<file path="config.mk">
export PLATFORM = sky130hd
export DESIGN_NAME = init_reset_seq
export DESIGN_NICKNAME = d
export VERILOG_FILES = /design/src/rtl/init_reset_seq_pkg.sv /design/src/rtl/init_reset_seq_sync.sv /design/src/rtl/init_reset_seq_svd.sv /design/src/rtl/init_reset_seq_port.sv /design/src/rtl/init_reset_seq.sv
export SDC_FILE = /design/constraint.sdc
export NUM_CORES = 1
export LEC_CHECK = 0
export ABC_AREA = 1
export BUFFER_PORTS_ARGS = -buffer_cell sky130_fd_sc_hd__buf_2
export CAP_MARGIN = 20
export CORE_MARGIN = 2
export CORE_UTILIZATION = 35
export DETAILED_ROUTE_END_ITERATION = 12
export PLACE_DENSITY = 0.52
export SYNTH_ARGS = -nofsm -noshare
export SYNTH_HDL_FRONTEND = slang
export SYNTH_SLANG_ARGS = --single-unit
</file>
<file path="constraint.sdc">
create_clock -name clk_osc -period 1.85 [get_ports clk_osc]
set_input_delay 0.185 -clock clk_osc [delete_from_list [all_inputs] [get_ports clk_osc]]
set_output_delay 0.185 -clock clk_osc [all_outputs]
set_load 0.005 [all_outputs]
</file>
<file path="src/rtl/init_reset_seq_pkg.sv">
package init_reset_seq_pkg;
  typedef enum logic [1:0] {
    SEQ_HOLD = 2'd0,
    SEQ_WAIT = 2'd1,
    SEQ_RUN  = 2'd2
  } seq_state_t;

  localparam logic [1:0] LVL_BELOW0 = 2'd0;
  localparam logic [1:0] LVL_OK     = 2'd2;
endpackage

</file>
<file path="src/rtl/init_reset_seq_sync.sv">
module init_reset_seq_sync #(
  parameter int W = 1,
  parameter logic [W-1:0] RST_VAL = '0
) (
  input  logic         clk,
  input  logic         rst_n,
  input  logic [W-1:0] d,
  output logic [W-1:0] q
);
  logic [W-1:0] stage1_q, stage2_q;

  always_ff @(posedge clk or negedge rst_n) begin
    if (!rst_n) begin
      stage1_q <= RST_VAL;
      stage2_q <= RST_VAL;
    end else begin
      stage1_q <= d;
      stage2_q <= stage1_q;
    end
  end

  assign q = stage2_q;
endmodule

</file>
<file path="src/rtl/init_reset_seq_svd.sv">
module init_reset_seq_svd
  import init_reset_seq_pkg::*;
#(
  parameter int DROP_RUN = 4
) (
  input  logic       clk,
  input  logic       rst_n,
  input  logic       enable,
  input  logic       strobe,
  input  logic [1:0] code,
  output logic       fault
);
  localparam int CW = $clog2(DROP_RUN + 1);
  localparam logic [CW-1:0] RUN_FULL = CW'(DROP_RUN);
  localparam logic [CW-1:0] RUN_LAST = CW'(DROP_RUN - 1);

  logic [CW-1:0] run_q, run_d;
  logic          bad_q, bad_d;

  // Hysteresis: consecutive low samples set, a level-2 sample clears.
  always_comb begin
    run_d = run_q;
    bad_d = bad_q;
    if (strobe) begin
      if (code == LVL_BELOW0) begin
        if (run_q != RUN_FULL) run_d = run_q + 1'b1;
        if (run_q == RUN_LAST) bad_d = 1'b1;
      end else begin
        run_d = '0;
        if (code >= LVL_OK) bad_d = 1'b0;
      end
    end
  end

  // bad_q starts set so the first good sample is required at power-up.
  always_ff @(posedge clk or negedge rst_n) begin
    if (!rst_n) begin
      run_q <= '0;
      bad_q <= 1'b1;
    end else if (strobe) begin
      run_q <= run_d;
      bad_q <= bad_d;
    end
  end

  assign fault = enable & bad_q;
endmodule

</file>
<file path="src/rtl/init_reset_seq_port.sv">
module init_reset_seq_port #(
  parameter int NPIN      = 4,
  parameter int TICK_DIV  = 32768,
  parameter int PULSE_LEN = 64
) (
  input  logic            clk,
  input  logic            rst_n,
  input  logic [NPIN-1:0] pins,
  input  logic [NPIN-1:0] mask,
  input  logic            sleep,
  output logic            hold
);
  localparam int TW = $clog2(TICK_DIV);
  localparam int PW = $clog2(PULSE_LEN + 1);
  localparam logic [TW-1:0] TICK_LAST = TW'(TICK_DIV - 1);
  localparam logic [PW-1:0] PULSE_INIT = PW'(PULSE_LEN);

  logic [TW-1:0] div_q, div_d;
  logic [PW-1:0] pulse_q, pulse_d;
  logic          seen_q, seen_d, armed_q, armed_d;
  logic          tick, combo_low;

  assign combo_low = (mask != '0) && ((pins & mask) == '0);
  assign tick      = (div_q == TICK_LAST);

  always_comb begin
    div_d   = tick ? '0 : div_q + 1'b1;
    pulse_d = (pulse_q != '0) ? pulse_q - 1'b1 : pulse_q;
    seen_d  = seen_q;
    armed_d = armed_q;
    if (!combo_low) begin
      seen_d  = 1'b0;
      armed_d = 1'b1;
    end else if (tick && armed_q && !sleep) begin
      if (seen_q) begin
        pulse_d = PULSE_INIT;
        armed_d = 1'b0;
        seen_d  = 1'b0;
      end else begin
        seen_d = 1'b1;
      end
    end
  end

  always_ff @(posedge clk or negedge rst_n) begin
    if (!rst_n) begin
      div_q   <= '0;
      pulse_q <= '0;
      seen_q  <= 1'b0;
      armed_q <= 1'b1;
    end else begin
      div_q   <= div_d;
      pulse_q <= pulse_d;
      seen_q  <= seen_d;
      armed_q <= armed_d;
    end
  end

  assign hold = (pulse_q != '0) | (sleep & combo_low);
endmodule

</file>
<file path="src/rtl/init_reset_seq.sv">
module init_reset_seq
  import init_reset_seq_pkg::*;
#(
  parameter int NPIN      = 4,
  parameter int OSC_WAIT  = 8192,
  parameter int SVD_WAIT  = 248,
  parameter int DROP_RUN  = 4,
  parameter int TICK_DIV  = 32768,
  parameter int PULSE_LEN = 64
) (
  input  logic            clk_osc,
  input  logic            rst_pin_n,
  input  logic [NPIN-1:0] port_pins,
  input  logic [NPIN-1:0] port_mask,
  input  logic            sleep_mode,
  input  logic            svd_enable,
  input  logic [1:0]      svd_code,
  input  logic            svd_strobe,
  output logic            init_rst,
  output logic            cpu_start
);
  localparam int CW = $clog2(OSC_WAIT + SVD_WAIT + 1);
  localparam logic [CW-1:0] LAST_BASE = CW'(OSC_WAIT - 1);
  localparam logic [CW-1:0] LAST_SVD  = CW'(OSC_WAIT + SVD_WAIT - 1);

  logic            rst_n_sync;
  logic [NPIN-1:0] pins_s;
  logic [2:0]      svd_s;
  logic            svd_fault, port_hold, hold;
  seq_state_t      state_q, state_d;
  logic [CW-1:0]   cnt_q, cnt_d, wait_last;
  logic            start_q, start_d;

  // Reset pin: asserts at once, released after two clock edges.
  init_reset_seq_sync #(.W(1), .RST_VAL(1'b0)) u_rst_sync (
    .clk(clk_osc), .rst_n(rst_pin_n), .d(1'b1), .q(rst_n_sync));

  init_reset_seq_sync #(.W(NPIN), .RST_VAL({NPIN{1'b1}})) u_pin_sync (
    .clk(clk_osc), .rst_n(rst_n_sync), .d(port_pins), .q(pins_s));

  init_reset_seq_sync #(.W(3), .RST_VAL(3'b000)) u_svd_sync (
    .clk(clk_osc), .rst_n(rst_n_sync), .d({svd_strobe, svd_code}), .q(svd_s));

  init_reset_seq_svd #(.DROP_RUN(DROP_RUN)) u_svd (
    .clk(clk_osc), .rst_n(rst_n_sync), .enable(svd_enable),
    .strobe(svd_s[2]), .code(svd_s[1:0]), .fault(svd_fault));

  init_reset_seq_port #(.NPIN(NPIN), .TICK_DIV(TICK_DIV), .PULSE_LEN(PULSE_LEN)) u_port (
    .clk(clk_osc), .rst_n(rst_n_sync), .pins(pins_s), .mask(port_mask),
    .sleep(sleep_mode), .hold(port_hold));

  assign hold      = svd_fault | port_hold;
  assign wait_last = svd_enable ? LAST_SVD : LAST_BASE;

  always_comb begin
    state_d = state_q;
    cnt_d   = cnt_q;
    start_d = 1'b0;
    case (state_q)
      SEQ_HOLD: if (!hold) begin
        state_d = SEQ_WAIT;
        cnt_d   = '0;
      end
      SEQ_WAIT: begin
        if (hold) begin
          state_d = SEQ_HOLD;
        end else if (cnt_q == wait_last) begin
          state_d = SEQ_RUN;
          start_d = 1'b1;
        end else begin
          cnt_d = cnt_q + 1'b1;
        end
      end
      SEQ_RUN: if (hold) state_d = SEQ_HOLD;
      default: state_d = SEQ_HOLD;
    endcase
  end

  always_ff @(posedge clk_osc or negedge rst_n_sync) begin
    if (!rst_n_sync) begin
      state_q <= SEQ_HOLD;
      cnt_q   <= '0;
      start_q <= 1'b0;
    end else begin
      state_q <= state_d;
      start_q <= start_d;
      if (state_q != SEQ_RUN) cnt_q <= cnt_d;
    end
  end

  assign init_rst  = (state_q != SEQ_RUN);
  assign cpu_start = start_q;
endmodule

</file>
==> results of run 1 <==
-- routing by layer --
metal,share of wire (%),up-vias
li1,-,1251
met1,47,1101
met2,48,37
met3,3.0,10
met4,1.8,0
met5,0,-
-- critical path, cell delays in order, from the launching register on --
cell                        delay [ns]
sky130_fd_sc_hd__dfrtp_1          0.39
sky130_fd_sc_hd__inv_1            0.06
sky130_fd_sc_hd__ha_2             0.17
sky130_fd_sc_hd__nand2_2          0.08
sky130_fd_sc_hd__nor2_4           0.15
sky130_fd_sc_hd__nand2_4          0.09
sky130_fd_sc_hd__nor2_4           0.10
sky130_fd_sc_hd__nand2_2          0.08
sky130_fd_sc_hd__nor2_4           0.12
sky130_fd_sc_hd__buf_4            0.15
sky130_fd_sc_hd__clkbuf_16        0.14
sky130_fd_sc_hd__nand3_1          0.07
sky130_fd_sc_hd__nand2_1          0.08
-- area by class of cell --
cell class	instances	area, um2	area share [%]
repair buffers	36	292	7.91
clock inverters	5	75.1	2.04
clock buffers	11	131	3.56
flip-flops and latches	61	1540	41.8
well taps	108	135	3.66
multi-input cells	261	1330	36.2
inverters	48	180	4.89
-- registers in the layout (all words and copies together) (netlist names) --
name / flops
u_svd.run_q: 3
u_port.armed_q: 1
u_pin_sync.stage1_q: 4
u_svd_sync.stage1_q: 3
u_svd.bad_q: 1
cnt_q: 14
u_svd_sync.q: 3
u_port.pulse_q: 7
u_port.seen_q: 1
cpu_start: 1
u_rst_sync.q: 1
u_pin_sync.q: 4
state_q: 2
u_rst_sync.stage1_q: 1
u_port.div_q: 15
-- timing repair --
action,4_1_cts,5_1_grt
setup buffers,0,4
gates resized for setup,0,7
hold buffers,8,0
endpoints found under the hold margin,9,0
endpoints found under the setup margin,0,9
-- power by group through the flow --
stage	Sequential [mW]	Combinational, mW	Clock (mW)
after global placement	1.41	0.0746	0
after detailed placement	1.41	0.0757	0
after floorplan	1.41	0.0296	0
final	1.38	0.0871	1.26
after global routing	1.39	0.101	1.37
after CTS	1.39	0.0886	1.30
-- how the worst max path moves through the flow --
stage / end / start / cells after the start
after CTS: u_port.pulse_q[1] / u_port.div_q[0] / 8
after floorplan: cnt_q[0] / u_rst_sync.q / 0
after global routing: cnt_q[10] / u_port.pulse_q[1] / 12
after detailed placement: u_port.pulse_q[2] / u_port.div_q[0] / 8
final: cnt_q[11] / u_port.pulse_q[1] / 12
after global placement: u_port.pulse_q[5] / u_port.div_q[0] / 8
-- cells by family (layout without fill, tap and decap cells) --
group / after synthesis / in the layout
compound gates: 17 / 17
buf+inv: 53 / 100
simple gates: 221 / 222
fa+ha+maj: 6 / 6
flops: 61 / 61
other cells: 1 / 1
xor+xnor: 15 / 15
-- cell usage after synthesis (2+ instances only) --
cell,number
sky130_fd_sc_hd__dfrtp_1,51
sky130_fd_sc_hd__nand2_1,99
sky130_fd_sc_hd__nand2_4,2
sky130_fd_sc_hd__nor2_2,5
sky130_fd_sc_hd__nor2_1,57
sky130_fd_sc_hd__nor3_1,5
sky130_fd_sc_hd__xnor2_1,3
sky130_fd_sc_hd__buf_4,2
sky130_fd_sc_hd__inv_1,45
sky130_fd_sc_hd__nor2_4,5
sky130_fd_sc_hd__ha_1,6
sky130_fd_sc_hd__nand3_1,32
sky130_fd_sc_hd__o21ai_0,7
sky130_fd_sc_hd__xor2_1,12
sky130_fd_sc_hd__nand2_2,6
sky130_fd_sc_hd__o22ai_1,2
sky130_fd_sc_hd__inv_2,2
sky130_fd_sc_hd__dfstp_2,10
sky130_fd_sc_hd__nand4_1,8
sky130_fd_sc_hd__a21oi_1,4
-- stage by stage --
step	instances	setup TNS (ns)	instance area [um2]	hold WS [ns]	utilization, %
2_1_floorplan	374	0	3060	-0.111	-
3_3_place_gp	500	0	3300	-0.0302	38.5
3_5_place_dp	500	0	3300	-0.0222	38.5
4_1_cts	524	0	3590	0.149	41.8
5_1_grt	530	-0.0154	3690	0.148	42.9
6_report	530	0	3690	0.163	42.9
==> flow_summary.yaml, run 1 <==
timing:
  skew_ns: 0.00794
  timing.final.hold_violations: 0
  timing.final.max_slew_violations: 0
  max_clock_freq_mhz: 573
  final_critical_path_setup_slack_ns: 0.105
  finalCriticalPeriod_ns: 1.74
  worst_slew_margin_rel_pct: 64.3
  setup_repair_after_global_routing_missed_its_margin: "true"
  finalSetupViolations: 0
  finalCritPeriodShare_pct: 94.3
  worst_slew_pin_slew_ns: 0.536
floorplan:
  rows: 34
  io_pins: 17
  area_inside_the_core_boundary_mm2: 0.00859
  die_area_mm2: 0.00951
  die_height_um: 97.5
  floorplan.initialDensity_pct: 35.6
  die-width_um: 97.5
logic_synthesis:
  synth_simple_gate_area_share_pct: 32.4
  synthCells: 374
  synth-xor-area-share_pct: 4.29
  synth_compound_area_share_pct: 3.27
  synth_top_family_by_area: "simple AND/OR/NAND/NOR gates"
  yosysWarningCount: 0
  synth_fa_ha_area_share_pct: 2.45
  synthMuxAreaShare_pct: 0
  synth_area_mm2: 0.00306
  synth_edf_count: 0
  yosys_register_bits: 61
  ys_types: 31
  synth_ff_type: "sky130_fd_sc_hd__dfrtp_1"
  syn_avg_cell_area_um2: 8.19
  postSynthNetCount: 395
  synth-async-reset-ratio_pct: 100
  synth_area_leaders: "sky130_fd_sc_hd__dfrtp_1, sky130_fd_sc_hd__nand2_1, sky130_fd_sc_hd__dfstp_2"
  yosysTopAreaCellShare_pct: 41.7
  yosys.area.top_type: "sky130_fd_sc_hd__dfrtp_1"
  ys_seq_area_share_pct: 50.3
critical_path:
  worst_setup_path_end_kind: "register"
  criticalPathCategory: "reg -> reg"
  crit-reg2reg-launch: "u_port.pulse_q[1]"
  cp_data_arrival_time_ns: 2.02
  regToRegSetupSlack_ns: 0.11
  ff2ff_path_depth: 12
  critical_path.max_fanout: 6
  cp-start-kind: "register"
  ff_to_ff_end: "cnt_q[11]"
  worst_ep_required_time_ns: 2.13
place:
  place_worst_setup_slack_ns: 0.145
  dpl.hpwl_um: 4140
  placement.io_buffers: 16
  gp_routability_congestion: 0.829
power:
  p_comb_share_pct: 3.2
  clock_power_share_pct: 46.0
  p_sw_mw: 0.570
  net_switching_fraction_of_the_power_pct: 20.9
  internal_power_summed_over_all_cells_mw: 2.16
  vdd_drop_max_mv: 0.389
  pwr_density_cell_mw_per_mm2: 739
  power_frac_seq_pct: 50.8
  power.total_mw: 2.73
  p_leak_nw: 1.80
detailed_routing:
  via_count: 2399
  dr.pass1.iters: 4
  totalWireLength_um: 5930
  drt-wirelength-per-cell_um: 11.2
  detailedRoute.firstIterationViolations: 127
  drtAntennaViolNets: 0
  drc: 0
  drt-vias-per-instance: 4.53
clock_tree:
  path_clk_slew_ns: 0.07
  cts_num_sinks: 61
  max-clock-path-buffers: 2
  cts_tree: "done"
  htree_num_levels: 3
  clk_latency_ns: 0.34
  cts-buffers-inserted: 9
  clock_tree.root_cell: "sky130_fd_sc_hd__clkbuf_8"
status:
  status: "completed"
layout:
  filler_cell_count: 865
  final_nets: 438
  syn_to_final_growth_pct: 20.4
  top_library_cells_by_usage_in_the_layout_fill_and_taps_aside: "sky130_fd_sc_hd__nand2_1, sky130_fd_sc_hd__nor2_1, sky130_fd_sc_hd__dfrtp_1"
  drive_above_1_share_pct: 18.5
  most_frequent_standard_cell_in_the_layout_excluding_fill_and_tap_cells: "sky130_fd_sc_hd__nand2_1"
  number_of_antenna_repair_diodes: 0
global_routing:
  number_of_antenna_violations_at_the_first_check_in_global_routing: 0
  track_usage_pct: 13.5
  global_route.usage.met2_pct: 21.6
  grt_util_met3_pct: 4.82
  grt_max_degree: 24
  grt_use_met1_pct: 16.5
  globalRouteOverflowTotal: 0
  first_pass_grt_wire_length_um: 10300
  peak_usage_layer_in_the_global_routing_report: "met2"
  grt_pass1_vias: 2306
min_path:
  hold_path.class: "in -> async"
run:
  timing.max_cap.violations: 0
Note: power is estimated with default switching activity, not from simulation.
==> run 2, diff against run 1 <==
--- a/config.mk
+++ b/config.mk
@@ -14,4 +14,5 @@
 export PLACE_DENSITY = 0.52
 export SYNTH_ARGS = -nofsm -noshare
 export SYNTH_HDL_FRONTEND = slang
+export SYNTH_HIERARCHICAL = 1
 export SYNTH_SLANG_ARGS = --single-unit
==> run 2 against run 1 <==
Synthesized cell count is 5.6% lower. Area after synthesis is 0.94% lower. Hold slack worse by 0.026 ns. Largest cell class unchanged.
==> flow_summary.yaml, run 2 <==
logic_synthesis:
  yosys_register_bits: 61
  synth_edf_count: 0
  synth.most_common_cell: "sky130_fd_sc_hd__nand2_1"
  synth_area_mm2: 0.00303
  syn_avg_cell_area_um2: 8.59
  synth-async-reset-ratio_pct: 100
  synth_area_leaders: "sky130_fd_sc_hd__dfrtp_1, sky130_fd_sc_hd__nand2_1, sky130_fd_sc_hd__dfstp_2"
  ys_types: 37
  yosysWarningCount: 6
  synth_compound_area_share_pct: 6.64
  yosysTopAreaCellShare_pct: 42.1
  synth_simple_gate_area_share_pct: 30.2
  ys_seq_area_share_pct: 50.7
  synth-xor-area-share_pct: 2.31
  synth_top_family_by_area: "simple AND/OR/NAND/NOR gates"
  synthCells: 353
  synthTopCellsByCount: "sky130_fd_sc_hd__nand2_1, sky130_fd_sc_hd__dfrtp_1, sky130_fd_sc_hd__nor2_1"
  yosys.area.top_type: "sky130_fd_sc_hd__dfrtp_1"
  synthMuxAreaShare_pct: 0
  postSynthNetCount: 375
  synth_ff_type: "sky130_fd_sc_hd__dfrtp_1"
  synth_fa_ha_area_share_pct: 2.89
layout:
  filler_cell_count: 801
  most_frequent_standard_cell_in_the_layout_excluding_fill_and_tap_cells: "sky130_fd_sc_hd__nand2_1"
  regMostFlops: "u_port/div_q"
  final_nets: 418
  top_library_cells_by_usage_in_the_layout_fill_and_taps_aside: "sky130_fd_sc_hd__nand2_1, sky130_fd_sc_hd__dfrtp_1, sky130_fd_sc_hd__inv_1, sky130_fd_sc_hd__nor2_1, sky130_fd_sc_hd__nand3_1"
  number_of_antenna_repair_diodes: 0
  syn_to_final_growth_pct: 21.9
  drive_above_1_share_pct: 22.9
  largestRegisters: "u_port/div_q x15, cnt_q x14, u_port/pulse_q x7"
  final_cell_count_no_fill: 506
  number_of_flip_flops_in_the_largest_register: 15
timing:
  skew_ns: 0.0126
  final.hold.worst_slack_ns: 0.137
  timing.final.max_slew_violations: 0
  finalCritPeriodShare_pct: 92.7
  timing.final.hold_violations: 0
  finalCriticalPeriod_ns: 1.71
  max_clock_freq_mhz: 583
  finalSetupViolations: 0
  final.setup.tns_ns: 0
floorplan:
  die-width_um: 97.1
  die_area_mm2: 0.00943
  rows: 33
  io_pins: 17
  area_inside_the_core_boundary_mm2: 0.00830
  die_height_um: 97.1
  floorplan.initialDensity_pct: 36.5
critical_path:
  cp-start-kind: "register"
  worst_ep_required_time_ns: 2.06
  regToRegSetupSlack_ns: 0.14
  critical_path.max_fanout: 7
  ff2ff_path_depth: 12
  crit-reg2reg-launch: "u_port/pulse_q[0]"
  criticalPathCategory: "reg -> reg"
  ff_to_ff_end: "cnt_q[12]"
  cp_data_arrival_time_ns: 1.93
  worst_setup_path_end_kind: "register"
global_routing:
  grt_max_degree: 45
  number_of_antenna_violations_at_the_first_check_in_global_routing: 0
  peak_usage_layer_in_the_global_routing_report: "met2"
  grt_util_met3_pct: 4.46
  globalRouteOverflowTotal: 0
  grt_pass1_vias: 2297
  global_route.usage.met2_pct: 22.8
  grt_use_met1_pct: 16.7
  track_usage_pct: 13.7
  first_pass_grt_wire_length_um: 10400
detailed_routing:
  totalWireLength_um: 6060
  via_count: 2364
  drt-wirelength-per-cell_um: 12.0
  drt-vias-per-instance: 4.67
  dr.pass1.iters: 7
  detailedRoute.firstIterationViolations: 62
  drtAntennaViolNets: 0
  drc: 0
clock_tree:
  max-clock-path-buffers: 2
  clock_tree.root_cell: "sky130_fd_sc_hd__clkbuf_8"
  cts_tree: "done"
  htree_num_levels: 3
  path_clk_slew_ns: 0.08
  cts_num_sinks: 61
  clk_latency_ns: 0.34
  cts-buffers-inserted: 9
place:
  gp_routability_congestion: 0.794
  placement.io_buffers: 16
  dpl.hpwl_um: 4040
  dpl.cell_count: 477
run:
  timing.max_cap.violations: 0
power:
  p_leak_nw: 1.79
  pwr_density_cell_mw_per_mm2: 751
  vdd_drop_max_mv: 0.440
status:
  status: "completed"
min_path:
  hold_path.class: "in -> async"
==> run 2: cell count changes after synthesis, sizes merged, moves of 2 or more <==
cell    previous run  this run
nor2              67        51
nand3b             0         2
a21oi              4         7
nand2            107        91
xor2              12         5
a21o               0         3
or2                0         2
buf                5         3
o21ai              8        20
nand4              8        12
nand3             33        28
==> run 2: critical path: stages (launching register included) <==
cell and delay, ns:
sky130_fd_sc_hd__dfrtp_1 0.39, sky130_fd_sc_hd__inv_2 0.08, sky130_fd_sc_hd__ha_4 0.13, sky130_fd_sc_hd__nand4_1 0.17, sky130_fd_sc_hd__inv_2 0.10, sky130_fd_sc_hd__nand2_1 0.05, sky130_fd_sc_hd__nor2_1 0.08, sky130_fd_sc_hd__inv_1 0.07
sky130_fd_sc_hd__nor2_4 0.13, sky130_fd_sc_hd__nand2_4 0.10, sky130_fd_sc_hd__clkbuf_16 0.17, sky130_fd_sc_hd__nand2_1 0.05, sky130_fd_sc_hd__o21ai_0 0.07
==> run 2: routing by layer <==
metal,share of wire (%),vias up
li1,-,1205
met1,44,1124
met2,51,27
met3,3.2,8
met4,1.1,0
met5,0,-
==> run 2: what timing repair did <==
item | 4_1_cts | 5_1_grt
setup endpoints to repair | 0 | 14
gates resized for setup | 0 | 12
hold buffers | 8 | 0
endpoints found under the hold margin | 9 | 0
buffers inserted | 0 | 2
==> run 2: how the worst max path moves through the flow <==
stage | cells after the start | slack, ns | from | end
2_1_floorplan | 0 | 0.04 | u_rst_sync/q | cnt_q[0]
3_3_place_gp | 12 | 0.16 | u_port/pulse_q[1] | cnt_q[7]
3_5_place_dp | 12 | 0.1 | u_port/pulse_q[1] | cnt_q[10]
4_1_cts | 12 | 0.08 | u_port/pulse_q[1] | cnt_q[10]
5_1_grt | 12 | -0.004 | u_port/pulse_q[0] | cnt_q[12]
6_report | 12 | 0.14 | u_port/pulse_q[0] | cnt_q[12]
==> run 2: power breakdown <==
| part | internal [mW] | switching, mW |
|---|---|---|
| clock | 0.765 | 0.552 |
| sequential | 1.36 | 0.0172 |
| combinational | 0.0381 | 0.0447 |
==> run 2: layout make-up <==
type	count	area [um2]	area share (%)
timing repair buffer	36	314	8.49
tap	105	131	3.55
clock buffer	9	124	3.35
inverter	48	180	4.87
sequential	61	1540	41.6
clock inverter	7	98.8	2.67
multi-input combinational	240	1310	35.4
==> run 2: kinds of logic (layout without fill, tap and decap cells) <==
family / after synthesis / after routing
AND/OR/NAND/NOR: 191 / 191
flip-flops: 61 / 61
buffers and inverters: 52 / 100
AO/OA/AOI/OAI: 33 / 33
XOR/XNOR: 8 / 8
adder cells (fa/ha/maj): 7 / 7
other: 1 / 1
==> run 2: through the flow <==
step / power (mW) / util [%] / area, um2 / setup slack [ns]
global route: 2.91 / 44.6 / 3700 / -0.00449
global placement: 1.47 / 39.6 / 3290 / 0.160
floorplan: 1.43 / - / 3030 / 0.0433
finish: 2.78 / 44.6 / 3700 / 0.136
detailed placement: 1.48 / 39.6 / 3290 / 0.0996
CTS: 2.82 / 43.3 / 3590 / 0.0766
==> run 3, diff against run 2 <==
--- a/config.mk
+++ b/config.mk
@@ -8,10 +8,12 @@
 export ABC_AREA = 1
 export BUFFER_PORTS_ARGS = -buffer_cell sky130_fd_sc_hd__buf_2
 export CAP_MARGIN = 20
+export CELL_PAD_IN_SITES_DETAIL_PLACEMENT = 1
+export CELL_PAD_IN_SITES_GLOBAL_PLACEMENT = 1
 export CORE_MARGIN = 2
 export CORE_UTILIZATION = 35
 export DETAILED_ROUTE_END_ITERATION = 12
-export PLACE_DENSITY = 0.52
+export PLACE_DENSITY = 0.65
 export SYNTH_ARGS = -nofsm -noshare
 export SYNTH_HDL_FRONTEND = slang
 export SYNTH_HIERARCHICAL = 1
==> run 3 against run 2 <==
Routed wire length grew 6.1%. First-iteration DRC count shrank 9.7%. Sequential cell count is the same. Die area is the same. Cell area shrank 1.6%. Maximum frequency shrank 1.1%. Core utilization shrank 0.71 points. Hold slack gained 0.015 ns. Global-route usage grew 1.1 points. Register-to-register slack lost 0.02 ns. Total power shrank 8.0%. Combinational power grew 5.1%.
==> flow_summary.yaml, run 3 (synthesized netlist as in run 2, its figures left out) <==
status:
  status: "completed"
floorplan:
  area_inside_the_core_boundary_mm2: 0.00830
  rows: 33
  die-width_um: 97.1
  floorplan.initialDensity_pct: 36.5
  io_pins: 17
  die_area_mm2: 0.00943
  die_height_um: 97.1
layout:
  syn_to_final_growth_pct: 20.0
  multi_input_area_mm2: 0.00130
  number_of_flip_flops_in_the_largest_register: 15
  layout.cell_area.non_filler_mm2: 0.00364
  top_library_cells_by_usage_in_the_layout_fill_and_taps_aside: "sky130_fd_sc_hd__nand2_1, sky130_fd_sc_hd__dfrtp_1, sky130_fd_sc_hd__inv_1, sky130_fd_sc_hd__nor2_1, sky130_fd_sc_hd__nand3_1"
  number_of_antenna_repair_diodes: 0
  drive_above_1_share_pct: 22.8
  final_cell_count_no_fill: 505
  final_nets: 417
  largestRegisters: "u_port/div_q x15, cnt_q x14, u_port/pulse_q x7"
  filler_cell_count: 1010
  most_frequent_standard_cell_in_the_layout_excluding_fill_and_tap_cells: "sky130_fd_sc_hd__nand2_1"
  regMostFlops: "u_port/div_q"
  layout.area.seq_mm2: 0.00154
min_path:
  hold_path.class: "in -> async"
detailed_routing:
  drc: 0
  drtAntennaViolNets: 0
  totalWireLength_um: 6430
  drt-wirelength-per-cell_um: 12.7
  detailedRoute.firstIterationViolations: 56
  dr.pass1.iters: 4
  drt-vias-per-instance: 4.70
  via_count: 2373
critical_path:
  regToRegSetupSlack_ns: 0.12
  ff2ff_path_depth: 12
  worst_setup_path_end_kind: "register"
  cp_data_arrival_time_ns: 1.97
  criticalPathCategory: "reg -> reg"
  critical_path.max_fanout: 14
  worst_ep_required_time_ns: 2.08
  cp-start-kind: "register"
global_routing:
  grt_pass1_vias: 2537
  grt_max_degree: 60
  track_usage_pct: 14.8
  number_of_antenna_violations_at_the_first_check_in_global_routing: 0
  globalRouteOverflowTotal: 0
  first_pass_grt_wire_length_um: 11400
clock_tree:
  path_clk_slew_ns: 0.07
  max-clock-path-buffers: 2
  cts-buffers-inserted: 9
  clk_latency_ns: 0.34
  cts_num_sinks: 61
  cts_tree: "done"
  clock_tree.root_cell: "sky130_fd_sc_hd__clkbuf_8"
  htree_num_levels: 3
run:
  timing.max_cap.violations: 0
place:
  gp_routability_congestion: 0.781
  postPlaceCellArea_mm2: 0.00329
  placement.io_buffers: 16
  dpl.cell_count: 477
  dpl.hpwl_um: 4420
timing:
  max_clock_freq_mhz: 577
  timing.final.hold_violations: 0
  finalCriticalPeriod_ns: 1.73
  finalSetupViolations: 0
  timing.final.max_slew_violations: 0
  skew_ns: 0.00748
  finalCritPeriodShare_pct: 93.7
power:
  power.total_mw: 2.56
  vdd_drop_max_mv: 0.452
  pwr_density_cell_mw_per_mm2: 702
  p_leak_nw: 1.77
[run 3: changes by cell type in the layout (fill, tap and decap cells not counted), sizes merged]
cell,previous run,this run
bufinv,2,0
buf,26,25
clkbuf,11,12
clkinv,4,5
[run 3: final cells by class]
type	count	share of cell area [%]
Timing Repair Buffer	35	8.32
Inverter	48	4.95
Clock buffer	10	3.78
Sequential cell	61	42.3
Tap cell	105	3.61
Multi-Input combinational cell	240	35.7
Clock inverter	6	1.31
[run 3: path summary, 6_finish.rpt]
check                                  start             endpoint
setup / recovery           u_port/pulse_q[0]             cnt_q[1]
hold / removal                     rst_pin_n  u_rst_sync/stage1_q
setup reg to reg           u_port/pulse_q[0]             cnt_q[1]
hold reg to reg                 u_rst_sync/q       u_svd/run_q[0]
max in group asynchronous       u_rst_sync/q      u_pin_sync/q[0]
min in group clk_osc            port_mask[1]       u_port/armed_q
[run 3: per-stage QoR]
step / setup slack, ns / util (%) / TNS (ns) / hold slack [ns]
after floorplan: 0.0433 / - / 0 / -0.111
after global placement: 0.175 / 39.6 / 0 / -0.0292
after detailed placement: 0.130 / 39.6 / 0 / -0.0242
after CTS: 0.0821 / 42.8 / 0 / 0.148
after global routing: -0.00344 / 43.9 / -0.0125 / 0.141
final: 0.117 / 43.9 / 0 / 0.152
[run 3: worst max-delay path: stages, from the launching register on]
cell	delay, ns
sky130_fd_sc_hd__dfrtp_1	0.39
sky130_fd_sc_hd__inv_2	0.07
sky130_fd_sc_hd__ha_2	0.17
sky130_fd_sc_hd__nand4_1	0.14
sky130_fd_sc_hd__inv_2	0.08
sky130_fd_sc_hd__nand2_1	0.05
sky130_fd_sc_hd__nor2_1	0.09
sky130_fd_sc_hd__inv_1	0.08
sky130_fd_sc_hd__nor2_4	0.14
sky130_fd_sc_hd__nand2_4	0.09
sky130_fd_sc_hd__clkbuf_16	0.19
sky130_fd_sc_hd__nand2_1	0.08
sky130_fd_sc_hd__o21ai_2	0.05
[run 3: power breakdown]
| part | internal [mW] | switching (mW) |
|---|---|---|
| Clock | 0.531 | 0.565 |
| Sequential | 1.36 | 0.0112 |
| Combinational | 0.0363 | 0.0508 |
| Total | 1.93 | 0.627 |
[run 3: repair_timing]
| item | CTS | global route |
|---|---|---|
| setup buffers | 0 | 2 |
| gates resized for setup | 0 | 9 |
| hold endpoints to repair | 9 | 0 |
| hold buffers | 8 | 0 |
| endpoints found under the setup margin | 0 | 14 |
[run 3: metal layers]
metal / track usage, % / vias to the layer above / part of all wire, %
li1: - / 1202 / -
met1: 18.1 / 1145 / 47
met2: 25.1 / 16 / 49
met3: 3.88 / 10 / 2.3
met4: 5.53 / 0 / 1.6
met5: 0 / - / 0
